$ cat src/rtl/e3par_lanes.sv
module e3par_lanes #(
   parameter int FRAME_BITS = 1536,
   parameter int LANES      = 4,
   localparam int POS_W     = $clog2(FRAME_BITS),
   localparam int LW        = $clog2(LANES)
) (
   input  logic             clk,
   input  logic             rst_n,
   input  logic             take,
   input  logic [POS_W-1:0] pos_cur,
   input  logic             din,
   output logic [LANES-1:0] par_now,
   output logic [LANES-1:0] rx_now
);

   logic frame_first;
   assign frame_first = (pos_cur == '0);

   for (genvar k = 0; k < LANES; k++) begin : g_lane
      localparam int               RX_POS = FRAME_BITS - LANES + k;
      localparam logic [POS_W-1:0] RX_AT  = POS_W'(RX_POS);

      logic hit;
      logic acc_q;

      assign hit        = (pos_cur[LW-1:0] == LW'(k));
      assign par_now[k] = acc_q ^ (hit & din);

      always_ff @(posedge clk or negedge rst_n) begin
         if (!rst_n) begin
            acc_q <= 1'b0;
         end else if (take) begin
            if (frame_first) acc_q <= hit & din;
            else if (hit)    acc_q <= acc_q ^ din;
         end
      end

      if (k == LANES - 1) begin : g_live
         assign rx_now[k] = din;
      end else begin : g_held
         logic rx_q;
         always_ff @(posedge clk or negedge rst_n) begin
            if (!rst_n)                          rx_q <= 1'b0;
            else if (take && pos_cur == RX_AT)   rx_q <= din;
         end
         assign rx_now[k] = rx_q;
      end
   end

endmodule

$ cat config.mk
export PLATFORM = sky130hd
export DESIGN_NAME = e3par_lanes
export DESIGN_NICKNAME = d
export VERILOG_FILES = /design/src/rtl/e3par_lanes.sv
export SDC_FILE = /design/constraint.sdc
export NUM_CORES = 1
export LEC_CHECK = 0
export CAP_MARGIN = 40
export CORE_MARGIN = 4
export CORE_UTILIZATION = 35
export CTS_CLUSTER_DIAMETER = 120
export DETAILED_ROUTE_END_ITERATION = 8
export GPL_TIMING_DRIVEN = 0
export PLACE_DENSITY = 0.78
export SKIP_CTS_REPAIR_TIMING = 1
export SLEW_MARGIN = 5
export SYNTH_ARGS = -nofsm -noshare
export SYNTH_HDL_FRONTEND = slang
export SYNTH_SLANG_ARGS = --single-unit
$ cat constraint.sdc
create_clock -name clk -period 1.2 [get_ports clk]
set_input_delay 0.12 -clock clk [delete_from_list [all_inputs] [get_ports clk]]
set_output_delay 0.12 -clock clk [all_outputs]
set_load 0.03 [all_outputs]
==> report_table.html <==
<table>
<tr><th>Metric</th><th>Value</th></tr>
<tr><th colspan="2">Run status</th></tr>
<tr><td>Run status</td><td>finished, violations left</td></tr>
<tr><td>Violated checks</td><td>negative setup slack</td></tr>
<tr><th colspan="2">Worst setup path</th></tr>
<tr><td>Launch instance of the worst register-to-register path</td><td>g_lane[0].acc_q</td></tr>
<tr><td>Worst Setup EP</td><td>g_lane[0].acc_q</td></tr>
<tr><td>Worst Setup Path Type</td><td>primary input to register</td></tr>
<tr><td>Cell depth of the worst flop-to-flop path</td><td>3</td></tr>
<tr><td>Required time at the worst-slack endpoint</td><td>1.33 ns</td></tr>
<tr><td>Maximum fanout encountered on the critical timing path</td><td>3</td></tr>
<tr><td>Setup slack of the most critical reg-to-reg path</td><td>0.07 ns</td></tr>
<tr><td>CP arrival</td><td>1.44 ns</td></tr>
<tr><td>Launching instance or port of the critical path</td><td>pos_cur[9]</td></tr>
<tr><td>Capturing point of the worst reg2reg path</td><td>g_lane[0].acc_q</td></tr>
<tr><td>Category of the worst setup path launch point</td><td>primary input</td></tr>
<tr><td>Worst Setup End Kind</td><td>register</td></tr>
<tr><th colspan="2">Clocking</th></tr>
<tr><td>CTS tree</td><td>yes</td></tr>
<tr><td>Clk buf depth</td><td>2</td></tr>
<tr><td>H-tree depth reported by CTS</td><td>1</td></tr>
<tr><td>TritonCTS buffer count</td><td>3</td></tr>
<tr><td>Source-to-sink clock delay at the later pin of the worst-skew pair</td><td>0.26 ns</td></tr>
<tr><td>Clock Root Buffer</td><td>clkbuf_4</td></tr>
<tr><td>Clock transition time at the flip-flop clock pins of the worst setup and hold paths</td><td>0.06 ns</td></tr>
<tr><td>Clock sinks</td><td>7</td></tr>
<tr><th colspan="2">Synth</th></tr>
<tr><td>Number of synthesized register bits</td><td>7</td></tr>
<tr><td>Synth warn</td><td>0</td></tr>
<tr><td>Synthesized instance count</td><td>53</td></tr>
<tr><td>Post-Syn Area</td><td>509 µm²</td></tr>
<tr><td>Synth cell types</td><td>21</td></tr>
<tr><td>Average instance area after synthesis</td><td>9.61 µm²</td></tr>
<tr><td>Top_reg_cell synth</td><td>dfrtp_1</td></tr>
<tr><td>Net count of the mapped netlist</td><td>68</td></tr>
<tr><td>Share of flip-flops with an asynchronous set or reset</td><td>100%</td></tr>
<tr><td>Number of enable-type register cells in the synthesized netlist</td><td>0</td></tr>
<tr><td>Seq/Total Area, Yosys</td><td>34.4%</td></tr>
<tr><th colspan="2">Route</th></tr>
<tr><td>Initial DRC count</td><td>0</td></tr>
<tr><td>First drt pass iteration count</td><td>1</td></tr>
<tr><td>Via count normalized by instance count</td><td>5.16</td></tr>
<tr><td>Routed Wire Length</td><td>1320 µm</td></tr>
<tr><td>Post-route DRC violation count</td><td>0</td></tr>
<tr><td>Post-route antenna net violation count</td><td>0</td></tr>
<tr><td>Total via count after detailed routing</td><td>485</td></tr>
<tr><td>Average wire length per cell after detail routing</td><td>14.1 µm</td></tr>
<tr><th colspan="2">Hold path</th></tr>
<tr><td>Min-delay worst type</td><td>primary input to asynchronous set/reset pin</td></tr>
<tr><th colspan="2">Placement</th></tr>
<tr><td>Final HPWL from detailed placement</td><td>966 µm</td></tr>
<tr><td>IO Port Bufs</td><td>21</td></tr>
<tr><td>Final weighted congestion in routability-driven placement</td><td>0.682</td></tr>
<tr><th colspan="2">Die</th></tr>
<tr><td>Full die area</td><td>0.00213 mm²</td></tr>
<tr><td>Die Span X</td><td>46.1 µm</td></tr>
<tr><td>Top-level port count</td><td>23</td></tr>
<tr><td>Initial core utilization</td><td>38.2%</td></tr>
<tr><td>Number of rows in the core area</td><td>13</td></tr>
<tr><td>CORE AREA</td><td>0.00133 mm²</td></tr>
<tr><td>Vertical die dimension</td><td>46.1 µm</td></tr>
<tr><th colspan="2">Global route</th></tr>
<tr><td>Vias in the first global route</td><td>492</td></tr>
<tr><td>Global router's overall resource usage</td><td>14.7%</td></tr>
<tr><td>Largest net degree at the start of global routing</td><td>11</td></tr>
<tr><td>First-pass GRT wire length</td><td>2180 µm</td></tr>
<tr><td>Global route total overflow</td><td>0</td></tr>
<tr><td>Antenna violations before repair</td><td>0</td></tr>
<tr><th colspan="2">STA</th></tr>
<tr><td>Final count of hold timing violations</td><td>0</td></tr>
<tr><td>Final setup skew</td><td>0 ns</td></tr>
<tr><td>Setup slack of the critical path after layout</td><td>-0.113 ns</td></tr>
<tr><td>Max-slew violations</td><td>0</td></tr>
<tr><td>Setup TNS</td><td>-0.134 ns</td></tr>
<tr><td>Relative slew slack</td><td>73.7%</td></tr>
<tr><td>Min Clock Period, post-route</td><td>1.31 ns</td></tr>
<tr><td>Maximum clock frequency</td><td>762 MHz</td></tr>
<tr><td>Worst slew pin tran</td><td>0.391 ns</td></tr>
<tr><td>Setup Viol. Count Final</td><td>2</td></tr>
<tr><td>Unrepaired setup endpoints after global routing</td><td>true</td></tr>
<tr><td>Portion of the clock cycle consumed by the worst path in the final layout</td><td>109%</td></tr>
<tr><th colspan="2">Cells and area</th></tr>
<tr><td>N_diodes</td><td>0</td></tr>
<tr><td>Area growth from synthesis to layout</td><td>61.9%</td></tr>
<tr><td>Layout cell share with drive strength beyond 1</td><td>39.2%</td></tr>
<tr><td>Most frequent cells in the layout</td><td>9 x buf_4, 9 x dlymetal6s2s_1, 7 x dfrtp_1, 5 x clkbuf_2, 4 x nor4_1</td></tr>
<tr><td>Number of nets in the layout</td><td>95</td></tr>
<tr><th colspan="2">Power and ir drop</th></tr>
<tr><td>Sequential Power Share</td><td>33.4%</td></tr>
<tr><td>Int Pwr</td><td>0.629 mW</td></tr>
<tr><td>Pwr dens</td><td>1240 mW/mm²</td></tr>
<tr><td>Net Switching</td><td>0.397 mW</td></tr>
<tr><td>Total design power</td><td>1.03 mW</td></tr>
<tr><td>Relative contribution of the clock network to total power</td><td>21.5%</td></tr>
<tr><td>Net switching fraction of the power</td><td>38.7%</td></tr>
<tr><td>Static leakage</td><td>0.469 nW</td></tr>
<tr><td>Part of the power in combinational logic</td><td>45.1%</td></tr>
<tr><td>IR drop worst, VDD</td><td>0.797 mV</td></tr>
<tr><th colspan="2">Job</th></tr>
<tr><td>Number of violations of the max-capacitance limit</td><td>0</td></tr>
</table>
## cell families (layout without fill, tap and decap cells)
| kind of cell | after synthesis | count (layout) | synth area share, % |
|---|---|---|---|
| AND/OR/NAND/NOR | 27 | 27 | 36.1 |
| XOR/XNOR | 7 | 7 | 12.0 |
| flip-flops | 7 | 7 | 34.4 |
| buffers and inverters | 7 | 33 | 8.11 |
| multiplexers | 3 | 3 | 6.63 |
| AO/OA/AOI/OAI | 2 | 2 | 2.70 |
## per-layer routing
| layer | vias up | track usage, % | wire length, µm |
|---|---|---|---|
| li1 | 243 | - | - |
| met1 | 230 | 16.9 | 561 |
| met2 | 10 | 23.6 | 685 |
| met3 | 2 | 7.03 | 69 |
| met4 | 0 | 5.11 | 6 |
| met5 | - | 0 | 0 |
## flip-flops by register name, summed over array words and instances, names as in the netlist
signal	count
g_lane.acc_q	4
g_lane.g_held.rx_q	3
## cell type report
class / count / area, µm²
fill: 116 / 509
multi-input combinational: 39 / 328
timing repair buffer: 22 / 213
sequential: 7 / 175
buffer: 7 / 62.6
clock buffer: 3 / 22.5
tap: 15 / 18.8
clock inverter: 1 / 5.00
## worst max-delay path, stage by stage
cell      delay (ns)
buf_6           0.09
or4b_4          0.56
o311ai_4        0.29
or3b_1          0.38
## cells in the mapped netlist (2+ instances only)
master    n  area share, %
or2b_1    2            2.9
dfrtp_1   7             34
clkbuf_1  3            2.2
buf_4     4            5.9
mux2_2    3            6.6
nand4b_1  2            3.4
or3b_1    2            3.4
nand3b_1  2            2.9
or4_1     2            2.9
nand2b_1  3            3.7
xnor2_1   4            6.9
nand4_1   3            3.7
xor2_1    3            5.2
nor2_1    3            2.2
nor4_1    4            4.9
## how the worst min path moves through the flow
stage,to,slack (ns)
after floorplan,g_lane[0].acc_q,-0.18
after global placement,g_lane[1].acc_q,0.41
after detailed placement,g_lane[1].acc_q,0.41
after CTS,g_lane[2].acc_q,0.13
after global routing,g_lane[2].acc_q,0.13
final,g_lane[2].acc_q,0.12
## metrics by stage
stage / util, % / cells / area [µm²] / hold slack (ns) / setup WS [ns]
6_report: 61.8 / 94 / 825 / 0.125 / -0.113
5_1_grt: 61.8 / 94 / 825 / 0.129 / -0.111
4_1_cts: 60.0 / 93 / 801 / 0.127 / -0.918
3_5_place_dp: 58.0 / 89 / 773 / 0.409 / -0.918
3_3_place_gp: 58.0 / 89 / 773 / 0.409 / -0.913
2_1_floorplan: - / 53 / 544 / -0.176 / -0.174
## power groups by stage
stage	logic [mW]	clock network (mW)	registers, mW
final	0.463	0.221	0.342
after global routing	0.499	0.253	0.351
after CTS	0.486	0.230	0.341
after detailed placement	0.483	0	0.344
after global placement	0.477	0	0.341
after floorplan	0.285	0	0.337
Note: power is estimated with default switching activity, not from simulation.
